`src/rtl/dtm_pkg.sv`:
```
package dtm_pkg;
  typedef enum logic {
    DTM_WRAP     = 1'b0,
    DTM_INTERVAL = 1'b1
  } dtm_mode_e;

  typedef enum logic {
    DTM_TRIG_UNDERFLOW   = 1'b0,
    DTM_TRIG_ONE_TO_ZERO = 1'b1
  } dtm_trig_e;
endpackage

```
`src/rtl/dtm_count.sv`:
```
module dtm_count #(
  parameter int WIDTH = 32,
  parameter dtm_pkg::dtm_mode_e MODE = dtm_pkg::DTM_INTERVAL
) (
  input  logic             clk,
  input  logic             rst,
  input  logic             tick_en,
  input  logic             wr_en,
  input  logic [WIDTH-1:0] wr_data,
  input  logic             reload_en,
  output logic [WIDTH-1:0] count
);
  localparam logic [WIDTH-1:0] ONE  = WIDTH'(1);
  localparam logic [WIDTH-1:0] ZERO = '0;

  logic [WIDTH-1:0] cnt_q;
  logic [WIDTH-1:0] cnt_dec;

  generate
    if (MODE == dtm_pkg::DTM_WRAP) begin : g_wrap
      // modulo decrement, all-ones follows zero
      always_comb cnt_dec = cnt_q - ONE;
    end else begin : g_interval
      logic [WIDTH-1:0] reload_q;

      always_ff @(posedge clk) begin
        if (rst)        reload_q <= ZERO;
        else if (wr_en) reload_q <= wr_data;
      end

      always_comb begin
        if (cnt_q == ZERO)                  cnt_dec = ZERO;      // halted
        else if (cnt_q == ONE && reload_en) cnt_dec = reload_q;  // periodic
        else                                cnt_dec = cnt_q - ONE;
      end
    end
  endgenerate

  always_ff @(posedge clk) begin
    if (rst)          cnt_q <= ZERO;
    else if (wr_en)   cnt_q <= wr_data;
    else if (tick_en) cnt_q <= cnt_dec;
  end

  assign count = cnt_q;
endmodule

```
`src/rtl/dtm_event.sv`:
```
module dtm_event #(
  parameter int WIDTH = 32,
  parameter dtm_pkg::dtm_mode_e MODE = dtm_pkg::DTM_INTERVAL,
  parameter dtm_pkg::dtm_trig_e TRIGGER = dtm_pkg::DTM_TRIG_UNDERFLOW
) (
  input  logic             tick_en,
  input  logic             wr_en,
  input  logic [WIDTH-1:0] count,
  output logic             fire
);
  localparam logic [WIDTH-1:0] ONE = WIDTH'(1);
  // underflow trigger only exists where the counter can wrap
  localparam bit FROM_ZERO = (MODE == dtm_pkg::DTM_WRAP) &&
                             (TRIGGER == dtm_pkg::DTM_TRIG_UNDERFLOW);

  logic step;
  assign step = tick_en && !wr_en;

  generate
    if (FROM_ZERO) begin : g_underflow
      assign fire = step && (count == '0);
    end else begin : g_one_to_zero
      assign fire = step && (count == ONE);
    end
  endgenerate
endmodule

```
`src/rtl/dtm_irq.sv`:
```
module dtm_irq (
  input  logic clk,
  input  logic rst,
  input  logic fire,
  input  logic ack,
  output logic irq
);
  logic irq_q;

  // a new event wins over an acknowledge in the same cycle
  always_ff @(posedge clk) begin
    if (rst) irq_q <= 1'b0;
    else     irq_q <= fire | (irq_q & ~ack);
  end

  assign irq = irq_q;
endmodule

```
`src/rtl/dtm_timer.sv`:
```
module dtm_timer #(
  parameter int WIDTH = 32,
  parameter dtm_pkg::dtm_mode_e MODE = dtm_pkg::DTM_INTERVAL,
  parameter dtm_pkg::dtm_trig_e TRIGGER = dtm_pkg::DTM_TRIG_UNDERFLOW
) (
  input  logic             clk,
  input  logic             rst,
  input  logic             tick_en,
  input  logic             wr_en,
  input  logic [WIDTH-1:0] wr_data,
  input  logic             reload_en,
  input  logic             irq_ack,
  output logic [WIDTH-1:0] rd_data,
  output logic             irq
);
  logic [WIDTH-1:0] count;
  logic             fire;

  dtm_count #(.WIDTH(WIDTH), .MODE(MODE)) u_count (
    .clk       (clk),
    .rst       (rst),
    .tick_en   (tick_en),
    .wr_en     (wr_en),
    .wr_data   (wr_data),
    .reload_en (reload_en),
    .count     (count)
  );

  dtm_event #(.WIDTH(WIDTH), .MODE(MODE), .TRIGGER(TRIGGER)) u_event (
    .tick_en (tick_en),
    .wr_en   (wr_en),
    .count   (count),
    .fire    (fire)
  );

  dtm_irq u_irq (
    .clk  (clk),
    .rst  (rst),
    .fire (fire),
    .ack  (irq_ack),
    .irq  (irq)
  );

  assign rd_data = count;
endmodule

```
`config.mk`:
```
export PLATFORM = sky130hd
export DESIGN_NAME = dtm_timer
export DESIGN_NICKNAME = d
export VERILOG_FILES = /design/src/rtl/dtm_pkg.sv /design/src/rtl/dtm_count.sv /design/src/rtl/dtm_event.sv /design/src/rtl/dtm_irq.sv /design/src/rtl/dtm_timer.sv
export SDC_FILE = /design/constraint.sdc
export NUM_CORES = 1
export LEC_CHECK = 0
export BUFFER_PORTS_ARGS = -buffer_cell sky130_fd_sc_hd__buf_2
export CAP_MARGIN = 20
export CORE_MARGIN = 5
export CORE_UTILIZATION = 30
export DETAILED_ROUTE_END_ITERATION = 6
export PLACE_DENSITY = 0.54
export SETUP_SLACK_MARGIN = 0.5
export SYNTH_ARGS = -nofsm -noshare
export SYNTH_HDL_FRONTEND = slang
export SYNTH_SLANG_ARGS = --single-unit
export TNS_END_PERCENT = 1
```
`constraint.sdc`:
```
create_clock -name clk -period 3 [get_ports clk]
set_input_delay 0.3 -clock clk [delete_from_list [all_inputs] [get_ports clk]]
set_output_delay 0.3 -clock clk [all_outputs]
set_load 0.02 [all_outputs]
```
==> run_results.csv, run 1 <==
group,metric,value,unit
worst_setup_path,worstPathRequired,3.19,ns
synth,synth-seq-cells,65,
clocking,htree_levels,3,
pwr,power.share.clock,0.444,
pwr,leakagePower,0.00196,uW
pwr,p_sw_frac,0.289,
clocking,clk_latency,0.34,ns
route,ant_nets,0,
layout,antennaDiodeCount,0,
timing,min_period,2.45,ns
layout,drive_gt1_frac,0.238,
grt,grt_overflow,0,
synth,syn_avg_cell_area,8.41,um^2
floorplanning,initial_core_util,0.309,
clocking,root_buffer,"clkbuf_16",
clocking,clk_pin_slew,0.06,ns
synth,yosysSeqAreaShare,0.366,
route,drt_iter0_markers,222,
timing,slew_headroom,0.519,
floorplanning,die_h,119,um
timing,skew,0.00656,ns
clocking,cts_buffers,9,
grt,grt_pass1_wl,18000,um
synth,yosysUniqueCellTypes,50,
clocking,cts.sinks,65,
layout,area_growth,25.9,%
placed_design,dpl.hpwl,7880,um
worst_setup_path,slowest_delay,0.39,ns
layout,final_net_count,534,
worst_setup_path,setup.worst_path.end_class,"register",
timing,finalMaxSlewViolations,0,
timing,period_share,0.816,
pwr,pwr-share-seq,0.365,
worst_setup_path,worst_ep_arrival_time,2.64,ns
timing,hold_viol_final,0,
pwr,cellPowerDensity,614,nW/um^2
route,first_pass_iters,4,
synth,synth_top_area_share,0.366,
worst_setup_path,critical_path_class,"reg2reg",
worst_setup_path,cp_cell_sequence,"inv_1, ha_1, nor3b_2, nand4_1, o31a_1, a311oi_1, o22ai_1",
synth,syn_nets,463,
synth,async_flop_share,0,
placed_design,place_congestion,0.836,
route,num_vias,3480,
timing,rsz0062_at_grt,"true",
timing,finalSetupViolCount,0,
synth,ys_top_cells_by_area,"dfxtp_1 (37%), mux2i_1 (9.6%), a22oi_1 (5.1%)",
layout,final_core_util,0.389,
floorplanning,rows,39,
worst_setup_path,critPathSlowestCell,"nand4_1",
floorplanning,pin_count,71,
grt,busiest_layer,"met2",
timing,fmax,0.408,GHz
grt,grt_use_total,0.158,
grt,grt_max_degree,67,
worst_setup_path,cp_max_fo,8,
layout,fill_cells,1200,
clocking,clk_path_buf_depth,2,
route,wirelength,11200,um
timing,tns,0,ns
synth,syn_area,3560,um^2
grt,grt_pass1_vias,3254,
grt,antenna_found_initial,0,
grt,use_met2,0.238,
floorplanning,die_area,14100,um^2
floorplanning,die_w,119,um
route,wire_per_inst,17.4,um
status,status,"completed",
clocking,holdBufCountCts,0,
grt,use_met3,0.0379,
grt,use_met1,0.223,
job,max-cap-violations,0,
pwr,p_sw,795,uW
pwr,ir_drop,0.000204,V
worst_setup_path,r2r_slack,0.55,ns
clocking,tritoncts,"done",
min_path,hold_class,"in2reg",
placed_design,io_buffers,70,
pwr,internal_power,1950,uW
synth,yosysWarnings,0,
route,drcViolationCount,0,
synth,yosys.area.top_type,"dfxtp_1",
synth,synth_edf_count,0,
synth,synth_cells,423,
route,vias_per_cell,5.42,
timing,worst_pin_slew,0.722,ns
synth,ys.flop_type,"dfxtp_1",
worst_setup_path,start_kind,"register",
pwr,pwr-share-comb,0.191,
floorplanning,core_area,11500,um^2
## flip-flops by register name, indices dropped and copies added, names as in the netlist
name and count:
u_irq.irq 1, u_count.count 32, u_count.g_interval.reload_q 32
## layout make-up
type / count / area (um^2) / area share
clock buffer: 9 / 225 / 0.0503
clock inverter: 7 / 119 / 0.0266
inverter: 6 / 22.5 / 0.00503
multi-input combinational: 324 / 2140 / 0.479
sequential: 65 / 1300 / 0.291
tap: 143 / 179 / 0.0400
timing repair buffer: 88 / 485 / 0.108
## path summary, 6_finish.rpt
path	start	to	cells after the start
worst max-delay path	u_count.count[0]$_SDFFE_PP0P_	u_count.count[20]$_SDFFE_PP0P_	7
worst min-delay path	wr_data[10]	u_count.g_interval.reload_q[10]$_SDFFE_PP0P_	3
worst max register to register	u_count.count[0]$_SDFFE_PP0P_	u_count.count[20]$_SDFFE_PP0P_	7
worst min register to register	u_count.g_interval.reload_q[7]$_SDFFE_PP0P_	u_count.count[7]$_SDFFE_PP0P_	2
## cells by family after synthesis
| family | after synthesis | share of synthesized area |
|---|---|---|
| flops | 65 | 0.366 |
| buf+inv | 34 | 0.0376 |
| fa+ha+maj | 2 | 0.00703 |
| simple gates | 150 | 0.230 |
| xor+xnor | 20 | 0.0492 |
| mux | 34 | 0.0957 |
| compound gates | 118 | 0.214 |
## cell usage in the layout, fill, tap and decap left out, types with 5 or more instances in the layout
cell       netlist  routed
nand2b_1        11      11
nand2_1         27      27
mux2i_1         34      34
inv_1            6       6
or3_1            8       8
nor2_1          45      44
nor3_1          13      13
buf_4            0      18
dfxtp_1         65      65
nand3_1          5       5
a221oi_1         5       5
a22oi_1         24      24
xnor2_1          8       8
xor2_1          12      12
a21oi_1         22      22
o21ai_0         26      26
nand4_1          8       8
clkbuf_16        0       9
o22ai_1         17      17
nor4_1           8       8
buf_2            5      70
## per-stage QoR
stage / instances / total power, uW / worst slack, ns / area [um^2] / hold slack, ns
finish: 642 / 2750 / 0.552 / 4480 / 0.215
global route: 642 / 2870 / 0.401 / 4480 / 0.223
CTS: 637 / 2760 / 0.448 / 4420 / 0.205
detailed placement: 621 / 1540 / 0.463 / 4080 / 0.458
global placement: 621 / 1530 / 0.503 / 4080 / 0.449
floorplan: 423 / 1360 / 0.694 / 3560 / 0.439
## Yosys cell counts (6+ instances only)
cell and instances:
nand2b_1 11, dfxtp_1 65, xor2_1 12, nand4_1 8, mux2i_1 34, nor2_1 45, o22ai_1 17, nand2_1 27
nor3_1 13, clkbuf_1 21, a21oi_1 22, o21ai_0 26, a22oi_1 24, or3_1 8, nor4_1 8, xnor2_1 8
inv_1 6
## layer usage
layer  wire [um]  vias up
li1            -     1723
met1        5420     1649
met2        5020       96
met3         552       12
met4         162        0
met5           0        -
## power groups by stage
stage	Clock [uW]	Sequential, uW	Combinational [uW]
CTS	1240	1000	521
floorplan	0	1030	330
global route	1280	1010	580
detailed placement	0	1020	517
global placement	0	1020	512
finish	1220	1000	525
## critical path, delay by kind of cell, from the launching register on
family                   cells  cell delay [ns]
AND/OR/NAND/NOR              2             0.77
buffers and inverters        1             0.10
AO/OA/AOI/OAI                3             0.73
adder cells (fa/ha/maj)      1             0.32
flip-flops                   1             0.38
## what timing repair did
action | CTS | global route
endpoints found under the setup margin | 7 | 28
buffers inserted | 0 | 5
endpoints found under the hold margin | 0 | 0
pin swaps | 0 | 1
gates resized for setup | 1 | 3
No activity file was read; power rests on OpenSTA's default activity.
==> run 2: changes to the inputs <==
==> constraint.sdc (replaced) <==
create_clock -name clk -period 2.3 [get_ports clk]
set_input_delay 0.23 -clock clk [delete_from_list [all_inputs] [get_ports clk]]
set_output_delay 0.23 -clock clk [all_outputs]
set_load 0.02 [all_outputs]
==> run_results.csv, run 2 (synthesis results as in run 1) <==
group,metric,value,unit
worst_setup_path,worstPathRequired,2.50,ns
timing,hold_viol_final,0,
route,first_pass_iters,5,
layout,mostFrequentLayoutCell,"buf_2",
floorplanning,die_area,14100,um^2
worst_setup_path,setup.worst_path.end_class,"register",
status,status,"completed",
clocking,clk_path_buf_depth,2,
layout,final_cell_mix,"buf_2 (70), dfxtp_1 (56), buf_4 (45), nor2_1 (43), mux2i_1 (34)",
route,num_vias,3624,
placed_design,place_congestion,0.847,
min_path,hold_class,"in2reg",
timing,fmax,0.475,GHz
grt,grt_max_degree,67,
grt,antenna_found_initial,0,
layout,final_core_util,0.408,
timing,finalSetupViolCount,0,
route,vias_per_cell,5.42,
timing,worst_pin_slew,0.716,ns
pwr,pwr-share-seq,0.379,
worst_setup_path,r2r_slack,0.19,ns
job,max-cap-violations,0,
placed_design,pre_cts_slack,0.135,ns
pwr,internal_power,2390,uW
pwr,leakagePower,0.00209,uW
layout,drive_gt1_frac,0.302,
pwr,power.share.clock,0.380,
clocking,cts.sinks,65,
layout,final_net_count,563,
pwr,p_sw,1020,uW
grt,grt_overflow,0,
floorplanning,rows,39,
clocking,tritoncts,"done",
floorplanning,die_w,119,um
pwr,p_sw_frac,0.300,
layout,fill_cells,1178,
worst_setup_path,cp_cell_sequence,"nor4_4, nand2_2, or4_4, or3_1, mux2i_1, o2bb2ai_1",
layout,area_growth,32.2,%
route,drcViolationCount,0,
worst_setup_path,slowest_delay,0.57,ns
worst_setup_path,start_kind,"register",
floorplanning,die_h,119,um
placed_design,io_buffers,70,
grt,grt_pass1_wl,18800,um
clocking,cts_buffers,9,
route,drt_iter0_markers,311,
pwr,ir_drop,0.000378,V
route,wire_per_inst,17.7,um
timing,finalMaxSlewViolations,0,
floorplanning,initial_core_util,0.309,
timing,period_share,0.916,
worst_setup_path,critPathSlowestCell,"or4_4",
layout,multiInputGateArea,2200,um^2
grt,grt_use_total,0.164,
timing,fin_ws,0.193,ns
timing,skew,0.00645,ns
worst_setup_path,path_buf_inv,0,
placed_design,dpl.hpwl,8290,um
worst_setup_path,critical_path_class,"reg2reg",
route,ant_nets,0,
floorplanning,core_area,11500,um^2
pwr,total_power,3410,uW
layout,antennaDiodeCount,0,
floorplanning,pin_count,71,
clocking,clk_pin_slew,0.05,ns
clocking,root_buffer,"clkbuf_16",
timing,slew_headroom,0.523,
worst_setup_path,worst_ep_arrival_time,2.31,ns
clocking,clk_latency,0.34,ns
clocking,htree_levels,3,
clocking,holdBufCountCts,0,
worst_setup_path,cp_max_fo,6,
timing,min_period,2.11,ns
pwr,cellPowerDensity,725,nW/um^2
timing,timing.hold.ws,0.147,ns
route,wirelength,11800,um
layout,register_area,1320,um^2
pwr,pwr-share-comb,0.241,
timing,tns,0,ns
worst_setup_path,cp_top_family,"simple AND/OR/NAND/NOR gates",
timing,rsz0062_at_grt,"true",
grt,grt_pass1_vias,3417,
-- run 2: timing repair --
item                                    4_1_cts  5_1_grt
gates resized for setup                       8        4
buffers inserted                              7        2
endpoints found under the setup margin       33       33
pin swaps                                     7        3
gates cloned                                  0        1
-- run 2: worst paths after layout --
kind,start,depth (start not counted),endpoint
setup / recovery,u_count.count[18]$_SDFFE_PP0P_,6,u_count.count[31]$_SDFFE_PP0P_
hold / removal,wr_data[25],3,u_count.g_interval.reload_q[25]$_SDFFE_PP0P_
setup reg to reg,u_count.count[18]$_SDFFE_PP0P_,6,u_count.count[31]$_SDFFE_PP0P_
hold reg to reg,u_count.g_interval.reload_q[7]$_SDFFE_PP0P_,2,u_count.count[7]$_SDFFE_PP0P_
-- run 2: final cells by class --
| class | instances | share of cell area |
|---|---|---|
| inverter | 6 | 0.00479 |
| sequential | 65 | 0.280 |
| clock buffer | 14 | 0.0583 |
| tap | 143 | 0.0380 |
| timing repair buffer | 116 | 0.151 |
| multi-input combinational | 325 | 0.468 |
-- run 2: metal layers --
| metal | GRT usage | up-vias | share of wire |
|---|---|---|---|
| met1 | 0.230 | 1733 | 0.47 |
| met4 | 0.0536 | 0 | 0.014 |
| met5 | 0 | - | 0 |
| met3 | 0.0469 | 11 | 0.067 |
| met2 | 0.243 | 109 | 0.45 |
| li1 | - | 1771 | - |
-- run 2: worst min-delay path, cell delays in order --
cell and delay [ns]:
buf_2 0.09, mux2i_1 0.06, nor2_1 0.07
-- run 2: metrics by stage --
| stage | std cells | cell area (um^2) |
|---|---|---|
| global placement | 645 | 4310 |
| floorplan | 423 | 3600 |
| global route | 669 | 4700 |
| CTS | 666 | 4670 |
| detailed placement | 645 | 4310 |
| finish | 669 | 4700 |
-- run 2: power groups by stage --
stage / combinational [uW] / clock [uW] / sequential, uW
after detailed placement: 768 / 0 / 1310
after global placement: 762 / 0 / 1310
after floorplan: 439 / 0 / 1350
final: 822 / 1300 / 1290
after global routing: 895 / 1370 / 1300
after CTS: 810 / 1310 / 1290
==> run 3: changes to the inputs <==
--- a/config.mk
+++ b/config.mk
@@ -7,6 +7,7 @@
 export LEC_CHECK = 0
 export BUFFER_PORTS_ARGS = -buffer_cell sky130_fd_sc_hd__buf_2
 export CAP_MARGIN = 20
+export CORE_ASPECT_RATIO = 1.1
 export CORE_MARGIN = 5
 export CORE_UTILIZATION = 30
 export DETAILED_ROUTE_END_ITERATION = 6
==> constraint.sdc (replaced) <==
create_clock -name clk -period 1.98 [get_ports clk]
set_input_delay 0.198 -clock clk [delete_from_list [all_inputs] [get_ports clk]]
set_output_delay 0.198 -clock clk [all_outputs]
set_load 0.02 [all_outputs]
==> run_results.csv, run 3 (synthesis results as in run 1) <==
group,metric,value,unit
timing,period_share,1.04,
layout,multiInputGateArea,2320,um^2
timing,fmax,0.488,GHz
route,ant_nets,0,
worst_setup_path,cp_cell_sequence,"nor4_4, nand2_2, or4_4, or3_4, mux2i_1, o2bb2ai_1",
layout,final_net_count,610,
floorplanning,die_area,14100,um^2
layout,register_area,1320,um^2
layout,area_growth,45.9,%
route,vias_per_cell,5.19,
pwr,power.share.clock,0.357,
timing,min_period,2.05,ns
worst_setup_path,setup.worst_path.end_class,"register",
status,status,"finished, violations left",
pwr,p_sw,1250,uW
pwr,internal_power,2820,uW
pwr,cellPowerDensity,785,nW/um^2
clocking,clk_path_buf_depth,2,
pwr,pwr-share-comb,0.279,
floorplanning,die_w,114,um
layout,final_cell_mix,"buf_4 (89), buf_2 (70), dfxtp_1 (55), nor2_1 (42), mux2i_1 (34)",
floorplanning,rows,41,
pwr,ir_drop,0.000341,V
route,first_pass_iters,4,
placed_design,io_buffers,70,
worst_setup_path,cp_top_family,"simple AND/OR/NAND/NOR gates",
placed_design,dpl_cell_area,4700,um^2
worst_setup_path,critical_path_class,"reg2reg",
grt,grt_max_degree,67,
worst_setup_path,cp_max_fo,4,
layout,mostFrequentLayoutCell,"buf_4",
clocking,clk_pin_slew,0.06,ns
worst_setup_path,path_buf_inv,0,
route,wire_per_inst,16.9,um
pwr,leakagePower,0.00237,uW
timing,skew,0.00821,ns
clocking,htree_levels,3,
floorplanning,core_area,11500,um^2
clocking,tritoncts,"done",
route,drt_iter0_markers,166,
timing,rsz0062_at_grt,"true",
grt,grt_use_total,0.174,
placed_design,pre_cts_slack,-0.105,ns
timing,worst_pin_slew,0.736,ns
floorplanning,die_h,124,um
route,wirelength,12300,um
pwr,pwr-share-seq,0.364,
clocking,cts_buffers,9,
grt,antenna_found_initial,0,
layout,drive_gt1_frac,0.391,
clocking,cts.sinks,65,
floorplanning,pin_count,71,
timing,finalMaxSlewViolations,0,
worst_setup_path,worstPathRequired,2.17,ns
layout,antennaDiodeCount,0,
job,max-cap-violations,0,
worst_setup_path,worst_ep_arrival_time,2.24,ns
placed_design,dpl.hpwl,8980,um
grt,grt_pass1_wl,20100,um
clocking,root_buffer,"clkbuf_16",
clocking,clk_latency,0.33,ns
placed_design,place_congestion,0.894,
floorplanning,initial_core_util,0.308,
worst_setup_path,critPathSlowestCell,"or4_4",
pwr,total_power,4070,uW
layout,final_core_util,0.450,
route,num_vias,3760,
grt,grt_pass1_vias,3778,
timing,slew_headroom,0.509,
status,violations,"setup timing",
timing,finalSetupViolCount,4,
layout,fill_cells,1201,
pwr,p_sw_frac,0.308,
grt,grt_overflow,0,
timing,fin_ws,-0.0702,ns
worst_setup_path,start_kind,"register",
worst_setup_path,slowest_delay,0.54,ns
timing,timing.hold.ws,0.124,ns
layout,design_area,5190,um^2
timing,hold_viol_final,0,
route,drcViolationCount,0,
min_path,hold_class,"in2reg",
## run 3: changes by cell type in the layout (fill, tap and decap cells not counted), moves of 3 or more
cell     delta
o21ai_1    +14
nor3_2      +3
nor4_1      -5
buf_4      +44
buf_6       +5
nor3_1      -3
nor4_2      +3
o21ai_0    -16
## run 3: metal layers
layer,wire (um),vias up,track usage
met5,0,-,0
met4,229,0,0.0573
met3,534,15,0.0369
met2,5470,79,0.264
met1,6050,1793,0.245
li1,-,1873,-
## run 3: cell type report
cell class,instances,area share
Clock buffer,13,0.0482
Multi-Input combinational cell,324,0.447
Sequential cell,65,0.254
Clock inverter,3,0.00338
Inverter,6,0.00434
Timing Repair Buffer,164,0.207
Tap cell,150,0.0362
## run 3: stage by stage
stage               instances  setup TNS, ns
floorplan                 423          -1.69
global placement          705         -0.280
detailed placement        705         -0.962
CTS                       721         -0.192
global route              725          -1.57
finish                    725         -0.139
## run 3: final timing paths
| kind | slack [ns] | cells past startpoint | startpoint | end |
|---|---|---|---|---|
| min reg2reg | 0.47 | 2 | u_irq.irq$_SDFF_PP0_ | u_irq.irq$_SDFF_PP0_ |
| max reg2reg | -0.07 | 6 | u_count.count[19]$_SDFFE_PP0P_ | u_count.count[31]$_SDFFE_PP0P_ |
| max | -0.07 | 6 | u_count.count[19]$_SDFFE_PP0P_ | u_count.count[31]$_SDFFE_PP0P_ |
| min | 0.12 | 3 | wr_data[17] | u_count.g_interval.reload_q[17]$_SDFFE_PP0P_ |
## run 3: tightest hold or removal path, cell delays in order
cell	delay [ns]
buf_2	0.09
mux2i_1	0.06
nor2_1	0.07
## run 3: power by group through the flow
stage	clock, uW	sequential (uW)	combinational, uW
6_report	1450	1480	1140
5_1_grt	1540	1490	1240
4_1_cts	1480	1480	1090
3_5_place_dp	0	1500	1040
3_3_place_gp	0	1500	1040
2_1_floorplan	0	1570	509
## run 3: repair_timing
item / in CTS / in global routing
endpoints found under the hold margin: 0 / 0
setup endpoints to repair: 33 / 33
pin swaps: 13 / 7
setup buffers: 0 / 4
gates resized for setup: 27 / 27
hold buffers: 0 / 0
